### src/rtl/sia_pkg.sv
package sia_pkg;

  // Width of an index able to address n slots (at least one bit).
  function automatic int unsigned idx_width(input int unsigned n);
    return (n > 1) ? $clog2(n) : 1;
  endfunction

  // Reset value of a slot's arbitration number: the system slot starts
  // at all ones, all other slots at zero.
  function automatic int unsigned reset_number(input int unsigned slot, input int unsigned w);
    return (slot == 0) ? ((1 << w) - 1) : 0;
  endfunction

endpackage

### src/rtl/sia_field_bank.sv
module sia_field_bank #(
  parameter int unsigned N = 8,
  parameter int unsigned W = 4
) (
  input  logic                  clk,
  input  logic                  rst_n,
  input  logic [N-1:0]          fld_load,
  input  logic [W-1:0]          fld_value,
  output logic [N-1:0][W-1:0]   numbers
);
  import sia_pkg::*;

  for (genvar s = 0; s < N; s++) begin : g_slot
    localparam logic [W-1:0] RST_VAL = W'(reset_number(s, W));
    always_ff @(posedge clk or negedge rst_n) begin
      if (!rst_n)           numbers[s] <= RST_VAL;
      else if (fld_load[s]) numbers[s] <= fld_value;
    end
  end

endmodule

### src/rtl/sia_contend_lane.sv
module sia_contend_lane #(
  parameter int unsigned W  = 4,
  parameter int unsigned BW = 2
) (
  input  logic          clk,
  input  logic          rst_n,
  input  logic          start,
  input  logic          step,
  input  logic          req_in,
  input  logic [W-1:0]  number_in,
  input  logic [BW-1:0] bit_pos,
  input  logic          line_level,
  output logic          drive,
  output logic          stays,
  output logic          active,
  output logic [W-1:0]  number_q
);

  logic cur_bit;

  assign cur_bit = number_q[bit_pos];
  assign drive   = active & cur_bit;
  // A contender that offers 0 against a 1 on the line drops out.
  assign stays   = active & ~(line_level & ~cur_bit);

  always_ff @(posedge clk or negedge rst_n) begin
    if (!rst_n) begin
      active   <= 1'b0;
      number_q <= '0;
    end else if (start) begin
      active   <= req_in;
      number_q <= number_in;
    end else if (step) begin
      active   <= stays;
    end
  end

endmodule

### src/rtl/sia_resolve.sv
module sia_resolve #(
  parameter int unsigned N     = 8,
  parameter int unsigned W     = 4,
  parameter int unsigned IDX_W = 3
) (
  input  logic                clk,
  input  logic                rst_n,
  input  logic                last_step,
  input  logic [N-1:0]        survivors,
  input  logic [N-1:0][W-1:0] numbers_q,
  output logic [IDX_W-1:0]    winner_idx,
  output logic                done,
  output logic                spurious,
  output logic                dup_err
);

  function automatic logic [IDX_W-1:0] lowest_set(input logic [N-1:0] v);
    logic [IDX_W-1:0] r;
    r = '0;
    for (int i = N - 1; i >= 0; i--) begin
      if (v[i]) r = IDX_W'(i);
    end
    return r;
  endfunction

  logic [IDX_W-1:0] pick;
  logic [W-1:0]     pick_num;
  logic             no_winner;
  logic             tie;

  assign pick      = lowest_set(survivors);
  assign pick_num  = numbers_q[pick];
  assign no_winner = (survivors == '0) || (pick_num == '0);
  assign tie       = ($countones(survivors) > 1);

  always_ff @(posedge clk or negedge rst_n) begin
    if (!rst_n) begin
      winner_idx <= '0;
      done       <= 1'b0;
      spurious   <= 1'b0;
      dup_err    <= 1'b0;
    end else begin
      done <= last_step;
      if (last_step) begin
        winner_idx <= no_winner ? '0 : pick;
        spurious   <= no_winner;
        dup_err    <= ~no_winner & tie;
      end
    end
  end

endmodule

### src/rtl/serial_irq_arbiter.sv
module serial_irq_arbiter #(
  parameter int unsigned N     = 8,
  parameter int unsigned W     = 4,
  parameter int unsigned IDX_W = sia_pkg::idx_width(N)
) (
  input  logic             clk,
  input  logic             rst_n,
  input  logic [N-1:0]     irq_req,
  input  logic             ext_irq,
  input  logic [N-1:0]     fld_load,
  input  logic [W-1:0]     fld_value,
  input  logic             ack,
  output logic [IDX_W-1:0] winner_idx,
  output logic             done,
  output logic             spurious,
  output logic             dup_err
);
  import sia_pkg::*;

  localparam int unsigned BW = idx_width(W);
  localparam logic [BW-1:0] TOP_BIT = BW'(W - 1);

  // Named internal events, observed by the bound checker.
  logic                round_active;
  logic [BW-1:0]       bit_pos;
  logic                start;
  logic                step;
  logic                last_step;
  logic                line_level;
  logic [N-1:0]        contenders;
  logic [N-1:0]        survivors;
  logic [N-1:0]        drives;
  logic [N-1:0]        req_eff;
  logic [N-1:0][W-1:0] numbers;
  logic [N-1:0][W-1:0] numbers_q;

  assign req_eff    = irq_req | {{(N-1){1'b0}}, ext_irq};
  assign start      = ack & ~round_active;
  assign step       = round_active;
  assign last_step  = round_active & (bit_pos == '0);
  assign line_level = |drives;

  always_ff @(posedge clk or negedge rst_n) begin
    if (!rst_n) begin
      round_active <= 1'b0;
      bit_pos      <= '0;
    end else if (start) begin
      round_active <= 1'b1;
      bit_pos      <= TOP_BIT;
    end else if (step) begin
      if (bit_pos == '0) round_active <= 1'b0;
      else               bit_pos      <= bit_pos - 1'b1;
    end
  end

  sia_field_bank #(.N(N), .W(W)) u_bank (
    .clk       (clk),
    .rst_n     (rst_n),
    .fld_load  (fld_load),
    .fld_value (fld_value),
    .numbers   (numbers)
  );

  for (genvar s = 0; s < N; s++) begin : g_lane
    sia_contend_lane #(.W(W), .BW(BW)) u_lane (
      .clk        (clk),
      .rst_n      (rst_n),
      .start      (start),
      .step       (step),
      .req_in     (req_eff[s]),
      .number_in  (numbers[s]),
      .bit_pos    (bit_pos),
      .line_level (line_level),
      .drive      (drives[s]),
      .stays      (survivors[s]),
      .active     (contenders[s]),
      .number_q   (numbers_q[s])
    );
  end

  sia_resolve #(.N(N), .W(W), .IDX_W(IDX_W)) u_resolve (
    .clk        (clk),
    .rst_n      (rst_n),
    .last_step  (last_step),
    .survivors  (survivors),
    .numbers_q  (numbers_q),
    .winner_idx (winner_idx),
    .done       (done),
    .spurious   (spurious),
    .dup_err    (dup_err)
  );

endmodule

### config.mk
export PLATFORM = sky130hd
export DESIGN_NAME = serial_irq_arbiter
export DESIGN_NICKNAME = d
export VERILOG_FILES = /design/src/rtl/sia_pkg.sv /design/src/rtl/sia_field_bank.sv /design/src/rtl/sia_contend_lane.sv /design/src/rtl/sia_resolve.sv /design/src/rtl/serial_irq_arbiter.sv
export SDC_FILE = /design/constraint.sdc
export NUM_CORES = 1
export LEC_CHECK = 0
export ABC_AREA = 1
export BUFFER_PORTS_ARGS = -buffer_cell sky130_fd_sc_hd__buf_2
export CAP_MARGIN = 0
export CORE_ASPECT_RATIO = 0.75
export CORE_MARGIN = 5
export CORE_UTILIZATION = 60
export DETAILED_ROUTE_END_ITERATION = 10
export PLACE_DENSITY = 0.84
export SETUP_SLACK_MARGIN = 0.3
export SLEW_MARGIN = 20
export SYNTH_ARGS = -nofsm -noshare
export SYNTH_HDL_FRONTEND = slang
export SYNTH_SLANG_ARGS = --single-unit
export TNS_END_PERCENT = 50
### constraint.sdc
create_clock -name clk -period 4.6 [get_ports clk]
set_input_delay 0.92 -clock clk [delete_from_list [all_inputs] [get_ports clk]]
set_output_delay 0.92 -clock clk [all_outputs]
set_load 0.05 [all_outputs]
==> results of run 1 <==
==> registers in the layout, summed over array words and instances (netlist names) <==
name                    cells
bit_pos                     2
g_lane.u_lane.active        8
g_lane.u_lane.number_q     32
round_active                1
u_bank.numbers             32
u_resolve.done              1
u_resolve.dup_err           1
u_resolve.spurious          1
u_resolve.winner_idx        3
==> Yosys cell counts <==
cell type  instances
a21oi_1            4
a22oi_1            1
buf_2              2
buf_4              1
buf_6              2
clkbuf_1          10
clkinv_1           1
dfrtp_1           77
dfstp_2            4
fa_1               4
ha_1              13
inv_1             55
inv_2              7
inv_4              1
nand2_1          147
nand2_2            4
nand2_4            2
nand3_1           38
nand3b_1           1
nand4_1            2
nor2_1             6
nor2_2             2
nor3_2             1
nor4_1             8
o211ai_1           7
o21ai_0           65
o21ai_1            2
o21ai_2            1
o221ai_1           1
or2_1              1
==> cell families (layout without fill, tap and decap cells) <==
logic type                 after synthesis  in the layout  synth area share
AOI/OAI and AO/OA                       81             81             0.110
adders and majority gates               17             17            0.0616
buffers and inverters                   79            110            0.0813
DFF                                     81             81             0.516
and+or+nand+nor                        212            212             0.231
==> path summary, 6_finish.rpt <==
path	start	endpoint	slack [ns]
setup / recovery	bit_pos[0]	u_resolve.dup_err	0.76
hold / removal	rst_n	g_lane[6].u_lane.number_q[2]	0.44
setup reg to reg	bit_pos[0]	u_resolve.dup_err	0.76
hold reg to reg	u_resolve.winner_idx[1]	u_resolve.winner_idx[1]	0.48
max in group asynchronous	rst_n	u_bank.numbers[2]	3.54
min in group clk	u_resolve.winner_idx[1]	u_resolve.winner_idx[1]	0.48
==> where the power goes <==
part	internal, uW	leakage [uW]	switching, uW
clock	308	0.000107	260
sequential	940	0.00100	218
combinational	547	0.00112	1030
total	1800	0.00223	1500
==> cell type report <==
type	count	area, um^2
multi-input combinational	310	1590
clock buffer	10	128
inverter	64	243
fill	513	1990
sequential	81	2030
tap	81	101
timing repair buffer	30	175
clock inverter	6	90.1
==> layer usage <==
metal	vias up	share of wire
met2	99	0.45
met1	1500	0.46
li1	1559	-
met5	-	0
met4	0	0.015
met3	15	0.069
==> metrics by stage <==
stage	cell area, um^2	worst slack (ns)
3_5_place_dp	4110	0.640
6_report	4360	0.761
3_3_place_gp	4110	0.771
4_1_cts	4330	0.615
5_1_grt	4360	0.484
2_1_floorplan	3940	1.12
==> repair_timing <==
action / 4_1_cts / 5_1_grt
buffers inserted: 0 / 0
endpoints found under the setup margin: 0 / 1
gates resized for setup: 0 / 1
==> impl_metrics.env, run 1 <==
export IMPL_p_per_area_mw_per_mm2=757
export IMPL_skew_ns=0.00885
export IMPL_cts_made_buffers=9
export IMPL_setup_viol=0
export IMPL_power_uw=3300
export IMPL_cts_hold_buf=0
export IMPL_endpoint_kind="flop"
export IMPL_avgSynthCellArea_um2=8.38
export IMPL_synth_warnings=0
export IMPL_drive_gt1_frac=0.136
export IMPL_io_buffers=29
export IMPL_final_core_util=0.686
export IMPL_layout_commonest_cell="nand2_1"
export IMPL_place_gp_congestion=0.977
export IMPL_cts_max_path_buffers=2
export IMPL_layout_nets=537
export IMPL_slowest_delay_ns=0.56
export IMPL_cp_slowest_cell="fa_1"
export IMPL_tritoncts="yes"
export IMPL_yosysSeqAreaShare=0.516
export IMPL_grt_busiest_layer="met2"
export IMPL_hold_path_class="in2async"
export IMPL_clk_insertion_delay_late_ns=0.35
export IMPL_core_area_mm2=0.00635
export IMPL_postSynthRegisterBits=81
export IMPL_hold_violations=0
export IMPL_met3_usage=0.0538
export IMPL_synth_area_leaders="dfrtp_1, nand2_1, o21ai_0, inv_1, nand3_1"
export IMPL_grt_pass1_wl_um=14600
export IMPL_wl_per_cell_um=14.5
export IMPL_final_cell_mix="nand2_1, dfrtp_1, o21ai_0"
export IMPL_synthCells=470
export IMPL_std_cell_rows=25
export IMPL_io_pins=30
export IMPL_max_freq_mhz=261
export IMPL_syn_num_nets=511
export IMPL_cap_violations=0
export IMPL_layout_cells_non_filler=582
export IMPL_crit_arrival_ns=4.08
export IMPL_antenna_found_initial=0
export IMPL_synth_top_area_share=0.489
export IMPL_worst_setup_path_start_kind="flop"
export IMPL_grt_overflow=0
export IMPL_maxSlewHeadroom=0.440
export IMPL_synth_distinct_cells=30
export IMPL_whs_ns=0.440
export IMPL_critPathMostFrequentCell="nand2_1"
export IMPL_fin_setup_tns_ns=0
export IMPL_place_inst=565
export IMPL_vias=3173
export IMPL_criticalPathCategory="reg2reg"
export IMPL_slew_violations=0
export IMPL_worst_pin_slew_ns=0.839
export IMPL_htree_levels=3
export IMPL_die_x_um=104
export IMPL_clockRootBuffer="clkbuf_8"
export IMPL_required_ns=4.84
export IMPL_cp_depth=19
export IMPL_start_util=0.620
export IMPL_final_period_utilization=0.834
export IMPL_die_h_um=80.2
export IMPL_grt_total_usage=0.220
export IMPL_diodes=0
export IMPL_crit_family="adder cells"
export IMPL_crit_chain="inv_4 > nand2_1 > nand3_1 > nand3_1 > nand2_1 > nor2_2 > nand2_2 > nand2_1 > nand2_1 > inv_1 > ha_1 > fa_1 > fa_1 > ha_1 > inv_1 > fa_1 > nand3b_1 > nand3_1 > nand2_1"
export IMPL_power_leakage_uw=0.00223
export IMPL_synth_area_mm2=0.00394
export IMPL_ir_worst_vdd_mv=0.394
export IMPL_crit_fanout=19
export IMPL_grt_pass1_vias=3031
export IMPL_clock_sinks=81
export IMPL_synth_area_leader_cell="dfrtp_1"
export IMPL_hpwl_um=6200
export IMPL_rr_worst_depth=19
export IMPL_clkTransAtPathRegs_ns=0.08
export IMPL_gr_usage_met1=0.305
export IMPL_finalCriticalPeriod_ns=3.84
export IMPL_area_delta_synth_final_pct=10.6
export IMPL_drtIter0Drc=238
export IMPL_antenna_left=0
export IMPL_met2_usage=0.342
export IMPL_drc=0
export IMPL_die_area_mm2=0.00830
export IMPL_cp_buffers_inverters=3
export IMPL_status="complete, no violations"
export IMPL_via_per_inst=5.45
export IMPL_drtPass1Iterations=5
export IMPL_routed_wirelength_um=8470
export IMPL_grt_max_degree=82
export IMPL_rsz0062_at_grt="no"
Note: power is estimated with default switching activity, not from simulation.
==> run 2: changes to the inputs <==
--- a/config.mk
+++ b/config.mk
@@ -10,9 +10,9 @@
 export CAP_MARGIN = 0
 export CORE_ASPECT_RATIO = 0.75
 export CORE_MARGIN = 5
-export CORE_UTILIZATION = 60
+export CORE_UTILIZATION = 54
 export DETAILED_ROUTE_END_ITERATION = 10
-export PLACE_DENSITY = 0.84
+export PLACE_DENSITY = 0.8
 export SETUP_SLACK_MARGIN = 0.3
 export SLEW_MARGIN = 20
 export SYNTH_ARGS = -nofsm -noshare
==> constraint.sdc (replaced) <==
create_clock -name clk -period 3.1 [get_ports clk]
set_input_delay 0.62 -clock clk [delete_from_list [all_inputs] [get_ports clk]]
set_output_delay 0.62 -clock clk [all_outputs]
set_load 0.05 [all_outputs]
==> run 2 against run 1 <==
Compared with the run above: the run now ends with negative setup slack left; sequential share of layout area decreased by 8.3 points; design area increased by 22%; combinational power increased to 2.6 times the previous value; power increased by 100%; worst hold slack got worse by 0.16 ns; global-route usage increased by 2.7 points; critical endpoint unchanged.
==> impl_metrics.env, run 2 (synthesis gave the netlist of run 1 again) <==
export IMPL_regArea_mm2=0.00203
export IMPL_antenna_found_initial=0
export IMPL_diodes=0
export IMPL_layout_commonest_cell="nand2_1"
export IMPL_hpwl_um=7100
export IMPL_slew_violations=0
export IMPL_p_comb_frac=0.604
export IMPL_io_pins=30
export IMPL_clock_sinks=81
export IMPL_place_gp_congestion=0.963
export IMPL_finalCriticalPeriod_ns=3.77
export IMPL_layout_cells_non_filler=675
export IMPL_hold_path_class="in2async"
export IMPL_layout_nets=611
export IMPL_worst_pin_slew_ns=0.865
export IMPL_worst_setup_path_start_kind="flop"
export IMPL_grt_pass1_vias=3590
export IMPL_die_x_um=109
export IMPL_maxSlewHeadroom=0.422
export IMPL_failed_checks="negative setup slack"
export IMPL_nFillCells=504
export IMPL_std_cell_rows=27
export IMPL_tritoncts="yes"
export IMPL_clkTransAtPathRegs_ns=0.10
export IMPL_p_clk_frac=0.150
export IMPL_internal_power_uw=3720
export IMPL_crit_family="adder cells"
export IMPL_start_util=0.545
export IMPL_vias=3681
export IMPL_crit_chain="buf_12 > clkinv_8 > nand2_2 > nand3_2 > nand3_2 > nand2_2 > nor2_4 > nand2_4 > inv_6 > nand2_2 > nand2_2 > inv_2 > ha_4 > inv_2 > fa_2 > inv_2 > fa_1 > ha_2 > inv_2 > fa_1 > nand3b_1 > nand3_1 > nand2_1"
export IMPL_cp_slowest_cell="dfrtp_2"
export IMPL_drtIter0Drc=365
export IMPL_die_h_um=84.0
export IMPL_grt_overflow=0
export IMPL_drc=0
export IMPL_cap_violations=0
export IMPL_grt_max_degree=82
export IMPL_via_per_inst=5.45
export IMPL_p_per_area_mw_per_mm2=1270
export IMPL_multi_input_area_mm2=0.00186
export IMPL_skew_ns=0.0191
export IMPL_routed_wirelength_um=11400
export IMPL_hold_violations=0
export IMPL_htree_levels=3
export IMPL_setup_viol=1
export IMPL_fin_ws_ns=-0.674
export IMPL_drive_gt1_frac=0.350
export IMPL_clk_insertion_delay_late_ns=0.36
export IMPL_antenna_left=0
export IMPL_final_period_utilization=1.22
export IMPL_power_leakage_uw=0.00266
export IMPL_wl_per_cell_um=16.9
export IMPL_cts_made_buffers=9
export IMPL_io_buffers=29
export IMPL_crit_arrival_ns=4.07
export IMPL_clockRootBuffer="clkbuf_8"
export IMPL_crit_fanout=8
export IMPL_grt_pass1_wl_um=17500
export IMPL_placed_cell_area_mm2=0.00460
export IMPL_max_freq_mhz=265
export IMPL_die_area_mm2=0.00912
export IMPL_pre_cts_slack_ns=-0.532
export IMPL_core_area_mm2=0.00723
export IMPL_status="finished with violations"
export IMPL_criticalPathCategory="reg2reg"
export IMPL_ir_worst_vdd_mv=0.539
export IMPL_drtPass1Iterations=5
export IMPL_rsz0062_at_grt="yes"
export IMPL_required_ns=3.39
export IMPL_pwr_share_seq=0.246
export IMPL_final_core_util=0.732
export IMPL_switching_share=0.447
export IMPL_grt_total_usage=0.247
export IMPL_place_inst=644
export IMPL_fin_area_mm2=0.00529
export IMPL_final_cell_mix="nand2_1, dfrtp_1, buf_4"
export IMPL_cp_buffers_inverters=7
export IMPL_switchingPower_uw=3010
export IMPL_endpoint_kind="flop"
export IMPL_slowest_delay_ns=0.47
export IMPL_reg_top3="g_lane.u_lane.number_q x32, u_bank.numbers x32, g_lane.u_lane.active x8"
export IMPL_cts_max_path_buffers=2
export IMPL_area_delta_synth_final_pct=34.4
[run 2: changes by cell type in the layout (fill, tap and decap cells not counted), sizes merged]
cell      delta
buf         +73
bufinv       +2
clkinvlp     -1
inv          -1
[run 2: metrics by stage]
stage | TNS [ns] | total power [uW] | hold WS (ns)
global placement | -0.394 | 4510 | 0.460
floorplan | -0.286 | 3490 | 0.324
CTS | -0.476 | 6030 | 0.461
finish | -0.674 | 6730 | 0.277
detailed placement | -0.532 | 4680 | 0.473
global route | -0.908 | 7130 | 0.353
[run 2: path summary, 6_finish.rpt]
kind / depth (start not counted) / start / slack [ns] / endpoint
min in group clk: 3 / irq_req[7] / 0.47 / g_lane[7].u_lane.active
hold / removal: 1 / rst_n / 0.28 / g_lane[7].u_lane.active
setup reg to reg: 23 / bit_pos[0] / -0.67 / u_resolve.dup_err
hold reg to reg: 2 / u_bank.numbers[1] / 0.48 / u_bank.numbers[1]
setup / recovery: 23 / bit_pos[0] / -0.67 / u_resolve.dup_err
max in group asynchronous: 1 / rst_n / 2.26 / bit_pos[0]
[run 2: area by class of cell]
| type | count | area share |
|---|---|---|
| Sequential cell | 81 | 0.384 |
| Multi-Input combinational cell | 310 | 0.352 |
| Timing Repair Buffer | 103 | 0.140 |
| Inverter | 64 | 0.0487 |
| Clock inverter | 5 | 0.0243 |
| Clock buffer | 10 | 0.0241 |
| Tap cell | 101 | 0.0239 |
| Timing Repair inverter | 1 | 0.00307 |
[run 2: per-layer routing]
metal,share of wire,up-vias,global-route usage,routed length (um)
met2,0.48,187,0.390,5450
met4,0.030,0,0.0826,344
met1,0.41,1753,0.327,4710
met3,0.077,37,0.0665,874
met5,0,-,0,0
li1,-,1704,-,-
[run 2: repair_timing]
action / 4_1_cts / 5_1_grt
resized for setup: 30 / 47
hold buffers: 0 / 0
endpoints found under the setup margin: 3 / 5
cloned: 2 / 1
setup buffers: 7 / 6
pin swaps: 18 / 31
[run 2: power by group through the flow]
stage,Sequential (uW),Clock (uW),Combinational (uW)
after floorplan,1680,0,1810
final,1660,1010,4060
after global placement,1620,0,2890
after global routing,1690,1060,4380
after detailed placement,1630,0,3060
after CTS,1630,1010,3390
